File: src/rtl/pcnt_pkg.sv
package pcnt_pkg;

    typedef enum logic [1:0] {
        ACT_HOLD = 2'b00,
        ACT_UP   = 2'b01,
        ACT_DOWN = 2'b10,
        ACT_NONE = 2'b11
    } edge_act_e;

    typedef struct packed {
        edge_act_e on_rise;
        edge_act_e on_fall;
        logic      inv_hi;
        logic      inv_lo;
    } chan_cfg_t;

    function automatic logic signed [1:0] step_of(edge_act_e act, logic invert);
        logic signed [1:0] s;
        case (act)
            ACT_UP:   s = invert ? -2'sd1 : 2'sd1;
            ACT_DOWN: s = invert ? 2'sd1 : -2'sd1;
            default:  s = 2'sd0;
        endcase
        return s;
    endfunction

endpackage

File: src/rtl/pcnt_in_cond.sv
module pcnt_in_cond #(
    parameter int SYNC_STAGES = 2,
    parameter int THR_W       = 10
) (
    input  logic             clk,
    input  logic             rst,
    input  logic             din,
    input  logic             flt_en,
    input  logic [THR_W-1:0] flt_thr,
    output logic             dout
);
    logic [SYNC_STAGES-1:0] sync_q;
    logic                   synced;
    logic                   bypass;
    logic                   stable_q;
    logic [THR_W-1:0]       run_q;
    logic [THR_W:0]         run_next;

    always_ff @(posedge clk) begin
        if (rst) sync_q <= '0;
        else     sync_q <= {sync_q[SYNC_STAGES-2:0], din};
    end

    assign synced   = sync_q[SYNC_STAGES-1];
    assign bypass   = !flt_en || (flt_thr == '0);
    assign run_next = {1'b0, run_q} + 1'b1;

    always_ff @(posedge clk) begin
        if (rst) begin
            stable_q <= 1'b0;
            run_q    <= '0;
        end else if (bypass) begin
            stable_q <= synced;
            run_q    <= '0;
        end else if (synced == stable_q) begin
            run_q    <= '0;
        end else if (run_next >= {1'b0, flt_thr}) begin
            stable_q <= synced;
            run_q    <= '0;
        end else begin
            run_q    <= run_next[THR_W-1:0];
        end
    end

    assign dout = bypass ? synced : stable_q;
endmodule

File: src/rtl/pcnt_chan.sv
module pcnt_chan
    import pcnt_pkg::*;
(
    input  logic              clk,
    input  logic              rst,
    input  logic              pulse_f,
    input  logic              ctrl_f,
    input  chan_cfg_t         cfg,
    output logic signed [1:0] step
);
    logic      prev_q;
    logic      rise;
    logic      fall;
    edge_act_e act;
    logic      invert;

    always_ff @(posedge clk) begin
        if (rst) prev_q <= 1'b0;
        else     prev_q <= pulse_f;
    end

    assign rise   = pulse_f & ~prev_q;
    assign fall   = ~pulse_f & prev_q;
    assign act    = rise ? cfg.on_rise : (fall ? cfg.on_fall : ACT_HOLD);
    assign invert = ctrl_f ? cfg.inv_hi : cfg.inv_lo;
    assign step   = step_of(act, invert);
endmodule

File: src/rtl/pcnt_core.sv
module pcnt_core #(
    parameter int CNT_W = 16,
    parameter int NCH   = 2
) (
    input  logic                    clk,
    input  logic                    rst,
    input  logic                    run,
    input  logic                    clr,
    input  logic signed [NCH*2-1:0] steps,
    input  logic signed [CNT_W-1:0] lim_hi,
    input  logic signed [CNT_W-1:0] lim_lo,
    output logic signed [CNT_W-1:0] count,
    output logic                    lim_hit
);
    localparam int SUM_W = $clog2(NCH + 1) + 2;

    logic signed [SUM_W-1:0] delta;
    logic signed [CNT_W:0]   nxt;

    always_comb begin
        delta = '0;
        for (int i = 0; i < NCH; i++) begin
            delta = delta + SUM_W'($signed(steps[2*i +: 2]));
        end
    end

    assign nxt = (CNT_W+1)'(count) + (CNT_W+1)'(delta);

    always_ff @(posedge clk) begin
        if (rst || clr) begin
            count   <= '0;
            lim_hit <= 1'b0;
        end else if (run && delta != '0) begin
            if (nxt > (CNT_W+1)'(lim_hi) || nxt < (CNT_W+1)'(lim_lo)) begin
                count   <= '0;
                lim_hit <= 1'b1;
            end else begin
                count   <= nxt[CNT_W-1:0];
                lim_hit <= 1'b0;
            end
        end else begin
            lim_hit <= 1'b0;
        end
    end
endmodule

File: src/rtl/pcnt_unit.sv
module pcnt_unit
    import pcnt_pkg::*;
#(
    parameter int NCH         = 2,
    parameter int CNT_W       = 16,
    parameter int THR_W       = 10,
    parameter int SYNC_STAGES = 2
) (
    input  logic                    clk,
    input  logic                    rst,
    input  logic                    run,
    input  logic                    clr,
    input  logic [NCH-1:0]          pulse_in,
    input  logic [NCH-1:0]          ctrl_in,
    input  logic [2*NCH-1:0]        rise_act,
    input  logic [2*NCH-1:0]        fall_act,
    input  logic [NCH-1:0]          ctrl_hi_inv,
    input  logic [NCH-1:0]          ctrl_lo_inv,
    input  logic                    flt_en,
    input  logic [THR_W-1:0]        flt_thr,
    input  logic signed [CNT_W-1:0] lim_hi,
    input  logic signed [CNT_W-1:0] lim_lo,
    output logic signed [CNT_W-1:0] count,
    output logic                    lim_hit
);
    localparam int NSIG = 2 * NCH;

    logic [NSIG-1:0]          raw_sig;
    logic [NSIG-1:0]          flt_sig;
    logic signed [2*NCH-1:0]  steps;

    assign raw_sig = {ctrl_in, pulse_in};

    for (genvar s = 0; s < NSIG; s++) begin : g_cond
        pcnt_in_cond #(.SYNC_STAGES(SYNC_STAGES), .THR_W(THR_W)) u_cond (
            .clk(clk), .rst(rst), .din(raw_sig[s]),
            .flt_en(flt_en), .flt_thr(flt_thr), .dout(flt_sig[s])
        );
    end

    for (genvar c = 0; c < NCH; c++) begin : g_chan
        chan_cfg_t         cfg;
        logic signed [1:0] st;
        assign cfg.on_rise = edge_act_e'(rise_act[2*c +: 2]);
        assign cfg.on_fall = edge_act_e'(fall_act[2*c +: 2]);
        assign cfg.inv_hi  = ctrl_hi_inv[c];
        assign cfg.inv_lo  = ctrl_lo_inv[c];
        pcnt_chan u_chan (
            .clk(clk), .rst(rst), .pulse_f(flt_sig[c]),
            .ctrl_f(flt_sig[NCH + c]), .cfg(cfg), .step(st)
        );
        assign steps[2*c +: 2] = st;
    end

    pcnt_core #(.CNT_W(CNT_W), .NCH(NCH)) u_core (
        .clk(clk), .rst(rst), .run(run), .clr(clr), .steps(steps),
        .lim_hi(lim_hi), .lim_lo(lim_lo), .count(count), .lim_hit(lim_hit)
    );
endmodule

File: config.mk
export PLATFORM = sky130hd
export DESIGN_NAME = pcnt_unit
export DESIGN_NICKNAME = d
export VERILOG_FILES = /design/src/rtl/pcnt_pkg.sv /design/src/rtl/pcnt_in_cond.sv /design/src/rtl/pcnt_chan.sv /design/src/rtl/pcnt_core.sv /design/src/rtl/pcnt_unit.sv
export SDC_FILE = /design/constraint.sdc
export NUM_CORES = 1
export LEC_CHECK = 0
export BUFFER_PORTS_ARGS = -buffer_cell sky130_fd_sc_hd__buf_4
export CAP_MARGIN = 10
export CORE_UTILIZATION = 35
export DETAILED_ROUTE_END_ITERATION = 8
export MAX_ROUTING_LAYER = met4
export REMOVE_ABC_BUFFERS = 1
export SLEW_MARGIN = 30
export SYNTH_ARGS = -nofsm -noshare
export SYNTH_HDL_FRONTEND = slang
export SYNTH_SLANG_ARGS = --single-unit
File: constraint.sdc
create_clock -name clk -period 14.1 [get_ports clk]
set_input_delay 2.82 -clock clk [delete_from_list [all_inputs] [get_ports clk]]
set_output_delay 2.82 -clock clk [all_outputs]
set_load 0.05 [all_outputs]
# == Word-level counts from Yosys, hierarchy flattened ==
# Cells that the tools add are included.
# word_totals
regBits,71
inputBits,63
output_inout_bits,17
elab_cells,99
# classes
n_reduce_logical,20
muxes,30
bitwise,9
add_sub_neg,6
n_eq_ne,12
magnitude_cmp,6
# ops
op,n
"adder 10 x 1 -> 11 bit, second input constant",4
>= comparator 11 x 10 -> 1 bit,4
two-way mux 1 bit,19
adder 16 x 3 -> 17 bit,1
> comparator 17 x 16 -> 1 bit,1
< comparator 17 x 16 -> 1 bit,1
two-way mux 16 bit,1
two-way mux 2 bit,8
OR reduction 4 bit,4
zero test 10 bit,1
one-hot mux 2 bit (2 select lines),2
AND reduction 2 bit,4
nonzero test 2 bit,4
"inequality test 2 bit, second input constant",3
inverter 1 bit,5
bitwise AND 1 bit,4
== test 1 bit,4
"== test 2 x 1 -> 1 bit, second input constant",2
"== test 2 bit, second input constant",2
nonzero test 4 bit,1
adder 2 x 2 -> 3 bit,1
logical OR 1 bit,3
"inequality test 2 x 1 -> 1 bit, second input constant",1
OR reduction 2 bit,1
2 further kinds,2

# == Longest topological paths before layout ==
# Gate-level depths: netlist (run 1).
# depth
depth_word,14
depth_mapped,28
ltp_nobuf,26

# == Hierarchy ==
# From an unflattened synthesis (run 1), not the netlist that was laid out.
# hier_totals
cells_unflattened,643
area_unflattened_um2,5612.9
# modules_own_cells
mod,cells_per_inst,seq_area_each_um2,instances,area_per_inst_um2
pcnt_in_cond,91,260.2,4,809.5
pcnt_core,253,340.3,1,2132.0
pcnt_chan,13,20.0,2,121.4

# == Worst setup path before layout (run 1) ==
# Ideal clock, no wire load.
# synth_timing
kind,input to register
start,in flt_thr[2]
end,reg u_core.count[10]
cell_stages,27
t_required_ns,13.983
n_path_buf,2
setup_time_ns,0.117
slack_ns,5.578
t_arrival_ns,8.405
cell_sequence,nor4_1 -> a41oi_1 -> buf_2 -> mux2i_1 -> nand3_1 -> o21ai_0 -> inv_1 -> ha_1 -> mux2_2 -> fa_1 -> ha_1 -> nor2b_1 -> o31a_2 -> o21ai_1 -> a21oi_1 -> o31a_1 -> or3_1 -> and2_1 -> ha_1 -> nand4_1 -> nor3_1 -> o31a_1 -> o41ai_2 -> a21oi_1 -> nor3_4 -> buf_4 -> a22o_1
# synth_via
elab_chain_len,14
# synth_lines
item,line_no,text
start: declaration,pcnt_unit.sv:20,"input logic [THR_W-1:0] flt_thr,"
zero test 10 bit *,pcnt_in_cond.sv:25,assign bypass = !flt_en || (flt_thr == '0);
logical OR 1 bit *,pcnt_in_cond.sv:25,
two-way mux 1 bit,pcnt_in_cond.sv:45,assign dout = bypass ? synced : stable_q;
inverter 1 bit,pcnt_chan.sv:23,assign fall = ~pulse_f & prev_q;
bitwise AND 1 bit,pcnt_chan.sv:23,
two-way mux 2 bit (2 in a row),pcnt_chan.sv:24,assign act = rise ? cfg.on_rise : (fall ? cfg.on_fall : ACT_HOLD);
== test 2 bit / == test 2 x 1 -> 1 bit (equally long branches),pcnt_pkg.sv:19,case (act)
one-hot mux 2 bit (2 select lines),pcnt_pkg.sv:19,
adder 2 x 2 -> 3 bit *,pcnt_core.sv:23,delta = delta + SUM_W'($signed(steps[2*i +: 2]));
adder 16 x 3 -> 17 bit,pcnt_core.sv:27,assign nxt = (CNT_W+1)'(count) + (CNT_W+1)'(delta);
> comparator 17 x 16 -> 1 bit / < comparator 17 x 16 -> 1 bit (equally long branches),pcnt_core.sv:34,if (nxt > (CNT_W+1)'(lim_hi) || nxt < (CNT_W+1)'(lim_lo)) begin
logical OR 1 bit,pcnt_core.sv:34,
two-way mux 16 bit,pcnt_core.sv:34,
end signal: assignment,pcnt_core.sv:38,count <= nxt[CNT_W-1:0];
end: declaration,pcnt_core.sv:12,"output logic signed [CNT_W-1:0] count,"
# Mark *: on every way between the ends. The rest lies on a longest branch, timed or not.
# A chain may end at the register's enable or synchronous reset.

# == Worst setup path after layout (run 1) ==
# layout_timing
start,in flt_thr[0]
end,reg u_core.count[12]
# Same word-level chain as after synthesis.

==> flow_summary.html, run 1 <==
<table>
<tr><th>Metric</th><th>Value</th></tr>
<tr><th colspan="2">Logic synthesis</th></tr>
<tr><td>Synth Area in Simple Gates</td><td>between 10% and 20%</td></tr>
<tr><td>Area contributors post-synth</td><td>dfxtp_1 (27%), ha_1 (23%), nor2b_1 (5.5%)</td></tr>
<tr><td>Number of enable-type register cells in the synthesized netlist</td><td>0</td></tr>
<tr><td>Fraction of synthesis flops using an asynchronous set or reset pin</td><td>0%</td></tr>
<tr><td>Register area share after synthesis</td><td>26.7%</td></tr>
<tr><td>Share of the synthesized area in compound gates (AO/OA/AOI/OAI)</td><td>between 10% and 20%</td></tr>
<tr><td>Post-synthesis cell type count</td><td>51</td></tr>
<tr><td>Prevailing post-synth register cell</td><td>dfxtp_1</td></tr>
<tr><td>Count leader, synth</td><td>ha_1</td></tr>
<tr><td>Synth Area in XOR/XNOR</td><td>7.89%</td></tr>
<tr><td>Count of yosys warnings during synthesis</td><td>0</td></tr>
<tr><td>Cell area after technology mapping</td><td>5330 sq um</td></tr>
<tr><td>Share of synthesized area spent on multiplexers</td><td>just under 2%</td></tr>
<tr><td>Share of Yosys cell area claimed by the top area cell type</td><td>a little over a quarter</td></tr>
<tr><td>Most numerous cell types in the synthesized netlist</td><td>ha_1 (98), dfxtp_1 (71), inv_1 (64)</td></tr>
<tr><td>Mean instance size in the synthesized netlist</td><td>between 8 and 9 sq um</td></tr>
<tr><td>Adder-cell share of the synthesized area</td><td>24.1%</td></tr>
<tr><td>Largest area contributor in the synthesized netlist</td><td>dfxtp_1</td></tr>
<tr><td>Gate Count Post-Synth</td><td>610</td></tr>
<tr><td>Dominant combinational cell family by area after synthesis</td><td>adder cells</td></tr>
<tr><td>Seq cells post-synth</td><td>a little over 70</td></tr>
<tr><th colspan="2">Floorplan</th></tr>
<tr><td>Core region area</td><td>~15,000 sq um</td></tr>
<tr><td>Horizontal die dimension</td><td>approximately 130 um</td></tr>
<tr><td>Die Outline Area</td><td>15,700 sq um</td></tr>
<tr><td>Die Y</td><td>around 130 um</td></tr>
<tr><td>Io pins</td><td>80</td></tr>
<tr><td>Site row count</td><td>44</td></tr>
<tr><td>Initial cell density of the core</td><td>between 30% and 40%</td></tr>
<tr><th colspan="2">Layout</th></tr>
<tr><td>Number of nets in the final layout</td><td>between 800 and 900</td></tr>
<tr><td>Share of layout cells above drive strength 1</td><td>between 10% and 20%</td></tr>
<tr><td>Layout overhead on the synthesized area</td><td>21.0%</td></tr>
<tr><td>Number of diodes</td><td>0</td></tr>
<tr><th colspan="2">STA</th></tr>
<tr><td>Worst clock skew</td><td>about 0.006 ns</td></tr>
<tr><td>Number of max-slew violations in the final report</td><td>0</td></tr>
<tr><td>Period utilisation layout</td><td>a little under two thirds</td></tr>
<tr><td>F_max</td><td>roughly 110 MHz</td></tr>
<tr><td>Max_slew headroom</td><td>roughly 50%</td></tr>
<tr><td>TNS Setup</td><td>0 ns</td></tr>
<tr><td>Measured slew at the worst slew-check pin</td><td>0.751 ns</td></tr>
<tr><td>Setup repair after global routing missed its margin</td><td>false</td></tr>
<tr><td>Min cycle time layout</td><td>9.00 ns</td></tr>
<tr><td>Final number of setup-violating endpoints</td><td>0</td></tr>
<tr><td>Count of endpoints failing hold in the final timing report</td><td>0</td></tr>
<tr><th colspan="2">Global routing</th></tr>
<tr><td>Largest net degree at the start of global routing</td><td>17</td></tr>
<tr><td>All-layer global routing usage</td><td>roughly 17%</td></tr>
<tr><td>Number of antenna violations at the first check in global routing</td><td>0</td></tr>
<tr><td>First-pass GRT wire length</td><td>21.1 mm</td></tr>
<tr><td>Via count of the first global-routing pass</td><td>4,502</td></tr>
<tr><td>Remaining global-route overflow</td><td>0</td></tr>
<tr><th colspan="2">Power and ir drop</th></tr>
<tr><td>Clock network power share</td><td>between 40 and 50%</td></tr>
<tr><td>Relative contribution of combinational cells to total power</td><td>approximately 16%</td></tr>
<tr><td>Areal power density over the cells</td><td>around 82 nW/um^2</td></tr>
<tr><td>Power Internal</td><td>just under 0.4 mW</td></tr>
<tr><td>Standby leakage power</td><td>between 3 and 4 nW</td></tr>
<tr><td>Switching power as a share of total power</td><td>25.2%</td></tr>
<tr><td>Final Total Pwr</td><td>0.528 mW</td></tr>
<tr><td>Switching power summed over all nets</td><td>roughly 0.13 mW</td></tr>
<tr><td>Maximum vdd drop</td><td>a little under 0.04 mV</td></tr>
<tr><td>Sequential power share</td><td>about two fifths</td></tr>
<tr><th colspan="2">Placement</th></tr>
<tr><td>Number of buffers inserted by port buffering</td><td>79</td></tr>
<tr><td>Detailed placement HPWL</td><td>between 10 and 15 mm</td></tr>
<tr><td>Gp weighted congestion</td><td>between 0.8 and 0.9</td></tr>
<tr><th colspan="2">CTS</th></tr>
<tr><td>Maximum buffer depth of the clock tree</td><td>2</td></tr>
<tr><td>Clock Root Buffer</td><td>clkbuf_16</td></tr>
<tr><td>CTS buffer count</td><td>9</td></tr>
<tr><td>Number of instances resized during post-cts repair</td><td>0</td></tr>
<tr><td>Hold Buf Count CTS</td><td>0</td></tr>
<tr><td>Clock tree from TritonCTS</td><td>yes</td></tr>
<tr><td>Clk slew on worst S/H paths</td><td>~0.050 ns</td></tr>
<tr><td>Setup bufs post-CTS</td><td>0</td></tr>
<tr><td>Clock sinks</td><td>slightly above 70</td></tr>
<tr><td>Clock latency on the worst-skew pair</td><td>around 0.33 ns</td></tr>
<tr><td># H-tree levels</td><td>3</td></tr>
<tr><th colspan="2">Status</th></tr>
<tr><td>Violated checks</td><td>design-rule violations</td></tr>
<tr><td>Result of the run</td><td>complete, but fails checks</td></tr>
<tr><th colspan="2">Drt</th></tr>
<tr><td>Remaining routing DRC violations</td><td>5</td></tr>
<tr><td>Detail-routed net length per standard cell</td><td>~14 um</td></tr>
<tr><td>Routed wire length</td><td>12.6 mm</td></tr>
<tr><td>Drt pass-1 iters</td><td>6</td></tr>
<tr><td>Number of vias after detailed routing</td><td>4,496</td></tr>
<tr><td>Post-DRT Antenna Nets</td><td>0</td></tr>
<tr><td>DRT iter0 DRCs</td><td>229</td></tr>
<tr><td>Average vias per placed instance</td><td>approximately 5.1</td></tr>
<tr><th colspan="2">Setup path</th></tr>
<tr><td>Critical Path End</td><td>u_core.count[12]</td></tr>
<tr><td>Launching element type of the critical path</td><td>primary input</td></tr>
<tr><td>Type of the worst setup path</td><td>in -&gt; reg</td></tr>
<tr><td>Crit. End Element</td><td>register</td></tr>
<tr><td>Crit-path max cell delay</td><td>between 0.6 and 0.7 ns</td></tr>
<tr><td>Reg2reg start</td><td>g_cond[1].u_cond.stable_q</td></tr>
<tr><td>Capture point of the worst reg-to-reg path</td><td>u_core.count[12]</td></tr>
<tr><td>R2R depth</td><td>23</td></tr>
<tr><td>Required time at the worst-slack endpoint</td><td>approximately 14 ns</td></tr>
<tr><td>Maximum fanout along the worst path</td><td>16</td></tr>
<tr><td>Startpoint of the worst setup timing path</td><td>flt_thr[0]</td></tr>
<tr><td>Worst setup slack for register-to-register paths</td><td>8.04 ns</td></tr>
<tr><td>CP arrival</td><td>between 9 and 10 ns</td></tr>
<tr><td>Critical path's slowest cell</td><td>fa_1</td></tr>
<tr><td>Cell mode on critical path</td><td>ha_1</td></tr>
<tr><th colspan="2">Min path</th></tr>
<tr><td>Hold depth</td><td>1</td></tr>
<tr><td>Min-Delay Path Class</td><td>reg -&gt; reg</td></tr>
<tr><th colspan="2">Job</th></tr>
<tr><td>MaxCap Viol Count</td><td>0</td></tr>
</table>
## worst min-delay path by stage
| stage | startpoint | to | slack [ns] |
|---|---|---|---|
| 6_report | g_cond[3].u_cond.sync_q[0] | g_cond[3].u_cond.sync_q[1] | 0.43 |
| 3_5_place_dp | g_cond[3].u_cond.sync_q[0] | g_cond[3].u_cond.sync_q[1] | 0.43 |
| 3_3_place_gp | g_cond[3].u_cond.sync_q[0] | g_cond[3].u_cond.sync_q[1] | 0.43 |
| 2_1_floorplan | g_cond[0].u_cond.sync_q[0] | g_cond[0].u_cond.sync_q[1] | 0.41 |
| 4_1_cts | g_cond[3].u_cond.sync_q[0] | g_cond[3].u_cond.sync_q[1] | 0.44 |
| 5_1_grt | g_cond[1].u_cond.sync_q[0] | g_cond[1].u_cond.sync_q[1] | 0.46 |
## registers in the layout, indices dropped and copies added, names as in the netlist
name and cells:
g_cond.u_cond.stable_q 4, u_core.lim_hit 1, g_cond.u_cond.run_q 40, u_core.count 16, g_chan.u_chan.prev_q 2, g_cond.u_cond.sync_q 8
## power by group through the flow
stage          Sequential (mW)  Clock, mW  Combinational (mW)
4_1_cts                  0.204      0.246              0.0851
5_1_grt                  0.205      0.254              0.0952
2_1_floorplan            0.209          0              0.0510
3_5_place_dp             0.209          0              0.0844
3_3_place_gp             0.209          0              0.0811
6_report                 0.204      0.239              0.0845
## per-layer routing
metal / up-vias / share of wire [%] / GRT usage (%)
li1: 2341 / - / -
met3: 17 / 4.4 / 3.04
met4: 0 / 2.0 / 7.17
met5: - / 0 / -
met2: 109 / 47 / 27.9
met1: 2029 / 47 / 21.2
## logic make-up (layout without fill, tap and decap cells)
| kind of cell | Yosys count | after routing |
|---|---|---|
| AOI/OAI and AO/OA | 130 | 130 |
| xor gates and xnor gates | 48 | 48 |
| adders and majority gates | 101 | 101 |
| buffers and inverters | 68 | 160 |
| DFF | 71 | 71 |
| muxes | 10 | 10 |
| and+or+nand+nor | 182 | 182 |
## layout by cell type (no fill, tap or decap), types with 3 or more instances in the layout
master     count
a211oi_1       4
a21o_1         7
a21oi_1       41
a22o_1        15
a311oi_1       3
and3_1        12
and4_1         3
buf_4         80
clkbuf_1       3
clkbuf_16      9
dfxtp_1       71
fa_1           3
ha_1          98
inv_1         64
mux2i_1        8
nand2_1       23
nand2b_1       8
nand3_1       41
nand4_1        6
nor2_1        28
nor2b_1       47
nor3_1         4
nor4_1         3
o21a_1        10
o21ai_0       23
o22ai_1        3
xnor2_1       29
xor2_1        19
## per-stage QoR
step | worst slack [ns] | cells | util [%] | hold slack [ns] | area [sq um]
2_1_floorplan | 5.32 | 606 | - | 0.414 | 5310
3_3_place_gp | 4.89 | 870 | 41.8 | 0.425 | 6140
3_5_place_dp | 4.71 | 870 | 41.8 | 0.430 | 6140
4_1_cts | 5.05 | 886 | 43.9 | 0.442 | 6450
5_1_grt | 4.57 | 886 | 43.9 | 0.460 | 6450
6_report | 5.10 | 886 | 43.9 | 0.432 | 6450
## layout make-up
cell class                      instances  area, sq um
Fill cell                            1439         8250
Clock inverter                          4         70.1
Sequential cell                        71         1420
Tap cell                              184          230
Inverter                               64          240
Clock buffer                           12          236
Multi-Input combinational cell        471         3650
Timing Repair Buffer                   80          601
## critical path: cells and delay by family
family                     cells  cell delay, ns
AOI/OAI and AO/OA             10            1.95
buffers and inverters          3            0.43
adders and majority gates      4            1.57
and+or+nand+nor                8            1.85
muxes                          2            0.66
Power figures use the tool's default switching activity.
==> inputs of run 2 (changes only) <==
==> constraint.sdc (replaced) <==
create_clock -name clk -period 7.3 [get_ports clk]
set_input_delay 1.46 -clock clk [delete_from_list [all_inputs] [get_ports clk]]
set_output_delay 1.46 -clock clk [all_outputs]
set_load 0.05 [all_outputs]
==> run 2 against run 1 <==
The run still ends with design-rule violations left. Global-route usage is 0.11 points higher. Via count is 2.6% higher. Clock power is 67% higher. Sequential share of layout area is 0.89 points lower. Power is 85% higher. Die area stayed put. Flip-flop and latch count stayed put. Sequential power is 94% higher.
==> flow_summary.html, run 2 (same netlist as run 1, synthesis figures left out) <==
<table>
<tr><th>Metric</th><th>Value</th></tr>
<tr><th colspan="2">Setup path</th></tr>
<tr><td>R2R depth</td><td>24</td></tr>
<tr><td>Maximum fanout along the worst path</td><td>12</td></tr>
<tr><td>Crit. End Element</td><td>register</td></tr>
<tr><td>Type of the worst setup path</td><td>in -&gt; reg</td></tr>
<tr><td>Capture point of the worst reg-to-reg path</td><td>u_core.count[12]</td></tr>
<tr><td>Reg2reg start</td><td>g_cond[1].u_cond.stable_q</td></tr>
<tr><td>Required time at the worst-slack endpoint</td><td>7.52 ns</td></tr>
<tr><td>CP arrival</td><td>around 7.3 ns</td></tr>
<tr><td>Launching element type of the critical path</td><td>primary input</td></tr>
<tr><td>Worst setup slack for register-to-register paths</td><td>around 1.9 ns</td></tr>
<tr><th colspan="2">STA</th></tr>
<tr><td>Number of max-slew violations in the final report</td><td>0</td></tr>
<tr><td>Period utilisation layout</td><td>a little over nine tenths</td></tr>
<tr><td>Worst clock skew</td><td>about 0.0054 ns</td></tr>
<tr><td>Measured slew at the worst slew-check pin</td><td>just over 0.7 ns</td></tr>
<tr><td>F_max</td><td>142 MHz</td></tr>
<tr><td>Worst slack on hold paths</td><td>0.436 ns</td></tr>
<tr><td>Min cycle time layout</td><td>around 7 ns</td></tr>
<tr><td>Count of endpoints failing hold in the final timing report</td><td>0</td></tr>
<tr><td>Final number of setup-violating endpoints</td><td>0</td></tr>
<tr><td>Least setup slack across all paths after layout</td><td>between 0.2 and 0.3 ns</td></tr>
<tr><td>Max_slew headroom</td><td>51.6%</td></tr>
<tr><th colspan="2">Min path</th></tr>
<tr><td>Hold depth</td><td>1</td></tr>
<tr><td>Min-Delay Path Class</td><td>reg -&gt; reg</td></tr>
<tr><td>Hold path startpoint</td><td>g_cond[3].u_cond.sync_q[0]</td></tr>
<tr><td>Worst hold path endpoint</td><td>g_cond[3].u_cond.sync_q[1]</td></tr>
<tr><th colspan="2">Placement</th></tr>
<tr><td>Detailed placement HPWL</td><td>about 11 mm</td></tr>
<tr><td>Gp weighted congestion</td><td>approximately 0.94</td></tr>
<tr><td>Post-placement cell area</td><td>6390 sq um</td></tr>
<tr><td>Worst setup timing slack at the placement stage</td><td>-0.427 ns</td></tr>
<tr><td>Number of buffers inserted by port buffering</td><td>79</td></tr>
<tr><th colspan="2">Floorplan</th></tr>
<tr><td>Io pins</td><td>80</td></tr>
<tr><td>Die Y</td><td>about 130 um</td></tr>
<tr><td>Core region area</td><td>between 10,000 and 15,000 sq um</td></tr>
<tr><td>Site row count</td><td>44</td></tr>
<tr><td>Horizontal die dimension</td><td>around 130 um</td></tr>
<tr><td>Initial cell density of the core</td><td>between 30% and 40%</td></tr>
<tr><td>Die Outline Area</td><td>~16,000 sq um</td></tr>
<tr><th colspan="2">Layout</th></tr>
<tr><td>Register name with the most flops</td><td>g_cond.u_cond.run_q</td></tr>
<tr><td>Final core utilization</td><td>45.7%</td></tr>
<tr><td>Highest-count cells in the layout ignoring fill and taps</td><td>buf_4 (116), ha_1 (98), dfxtp_1 (71)</td></tr>
<tr><td>Share of layout cells above drive strength 1</td><td>about a fifth</td></tr>
<tr><td>Number of diodes</td><td>0</td></tr>
<tr><td>Area taken by flip-flops and latches</td><td>about 1400 sq um</td></tr>
<tr><td>Layout overhead on the synthesized area</td><td>26.2%</td></tr>
<tr><td>Number of nets in the final layout</td><td>897</td></tr>
<tr><td>Registers with the most flip-flops</td><td>g_cond.u_cond.run_q: 40 flops, u_core.count: 16 flops, g_cond.u_cond.sync_q: 8 flops</td></tr>
<tr><td>Footprint of the multi-input gates</td><td>around 3700 sq um</td></tr>
<tr><td>Flip-flop count of the largest register, all copies and words added</td><td>40</td></tr>
<tr><td>Fill cell count</td><td>between 1,000 and 1,500</td></tr>
<tr><td>Most common library cell in the layout ignoring fill and taps</td><td>buf_4</td></tr>
<tr><td>Fin area</td><td>slightly below 7000 sq um</td></tr>
<tr><th colspan="2">Drt</th></tr>
<tr><td>Detail-routed net length per standard cell</td><td>14.0 um</td></tr>
<tr><td>Post-DRT Antenna Nets</td><td>0</td></tr>
<tr><td>Number of vias after detailed routing</td><td>~4,600</td></tr>
<tr><td>Average vias per placed instance</td><td>between 5 and 6</td></tr>
<tr><td>Remaining routing DRC violations</td><td>5</td></tr>
<tr><td>DRT iter0 DRCs</td><td>207</td></tr>
<tr><td>Routed wire length</td><td>roughly 13 mm</td></tr>
<tr><td>Drt pass-1 iters</td><td>6</td></tr>
<tr><th colspan="2">Global routing</th></tr>
<tr><td>All-layer global routing usage</td><td>~17%</td></tr>
<tr><td>Remaining global-route overflow</td><td>0</td></tr>
<tr><td>Number of antenna violations at the first check in global routing</td><td>0</td></tr>
<tr><td>First-pass GRT wire length</td><td>21.3 mm</td></tr>
<tr><td>Via count of the first global-routing pass</td><td>approximately 4,600</td></tr>
<tr><td>Largest net degree at the start of global routing</td><td>17</td></tr>
<tr><th colspan="2">CTS</th></tr>
<tr><td>CTS buffer count</td><td>9</td></tr>
<tr><td>Maximum buffer depth of the clock tree</td><td>2</td></tr>
<tr><td># H-tree levels</td><td>3</td></tr>
<tr><td>Hold Buf Count CTS</td><td>0</td></tr>
<tr><td>Clock sinks</td><td>between 70 and 80</td></tr>
<tr><td>Clock latency on the worst-skew pair</td><td>0.33 ns</td></tr>
<tr><td>Clk slew on worst S/H paths</td><td>about 0.050 ns</td></tr>
<tr><td>Clock tree from TritonCTS</td><td>yes</td></tr>
<tr><td>Clock Root Buffer</td><td>clkbuf_16</td></tr>
<tr><th colspan="2">Power and ir drop</th></tr>
<tr><td>Maximum vdd drop</td><td>0.0826 mV</td></tr>
<tr><td>Standby leakage power</td><td>between 3 and 4 nW</td></tr>
<tr><td>Areal power density over the cells</td><td>145 nW/um^2</td></tr>
<tr><th colspan="2">Status</th></tr>
<tr><td>Violated checks</td><td>design-rule violations</td></tr>
<tr><td>Result of the run</td><td>complete, but fails checks</td></tr>
<tr><th colspan="2">Job</th></tr>
<tr><td>MaxCap Viol Count</td><td>0</td></tr>
</table>
-- run 2: cell count changes in the layout (fill, tap and decap cells not counted), sizes merged --
cell / before / now
buf: 80 / 116
bufinv: 2 / 0
clkbuf: 12 / 13
clkinv: 2 / 1
-- run 2: critical path, stage by stage --
cell and delay [ns]:
buf_4 0.11, nor4_1 0.27, a41oi_1 0.19, buf_4 0.19, buf_4 0.17, mux2i_2 0.22
mux2i_2 0.37, mux2_4 0.36, fa_2 0.43, buf_4 0.20, ha_1 0.20, or4_1 0.52
o22a_2 0.23, a211o_1 0.27, a21oi_2 0.17, nor3b_1 0.08, a211oi_2 0.20, ha_1 0.30
a21oi_1 0.16, o21ai_0 0.11, a21oi_1 0.18, o31ai_2 0.10, xor2_1 0.29, nor3_4 0.07
buf_4 0.16, a32o_1 0.24
-- run 2: report_power, final --
part	switching, mW	internal (mW)
combinational	0.0948	0.0869
sequential	0.00301	0.392
clock	0.155	0.244
total	0.253	0.723
-- run 2: metal layers --
metal  wire, um  share of wire [%]  global-route usage (%)
met4        244                1.9                    5.45
met1       6300                 49                    21.3
met2       5910                 46                    28.5
met5          0                  0                       -
met3        424                3.3                    3.64
-- run 2: area by class of cell --
type	count	share of cell area, %
repair buffers	116	13.0
inverters	64	3.57
multi-input cells	471	54.9
clock inverters	1	0.0745
clock buffers	13	3.87
well taps	184	3.43
flip-flops and latches	71	21.2
-- run 2: timing repair --
item                                   CTS  global route
setup buffers                            2             1
setup endpoints to repair               16            17
endpoints found under the hold margin    0             0
pin swaps                                1             6
gates cloned                             0             0
resized for setup                        0            11
-- run 2: through the flow --
step	total power [mW]	TNS, ns	cells
6_report	0.976	0	920
5_1_grt	1.03	-0.0561	920
4_1_cts	0.984	0	919
3_5_place_dp	0.580	-6.30	903
3_3_place_gp	0.574	-4.81	903
2_1_floorplan	0.503	-1.42	606
-- run 2: worst max-delay path by stage --
| stage | start | cells past startpoint | slack [ns] | end |
|---|---|---|---|---|
| after floorplan | flt_thr[7] | 25 | -0.12 | u_core.count[12] |
| after global placement | flt_thr[2] | 25 | -0.34 | u_core.count[12] |
| after detailed placement | flt_thr[1] | 25 | -0.43 | u_core.count[12] |
| after CTS | flt_thr[1] | 26 | 0.03 | u_core.count[12] |
| after global routing | flt_thr[2] | 29 | -0.04 | u_core.count[12] |
| final | flt_thr[1] | 26 | 0.27 | u_core.count[12] |
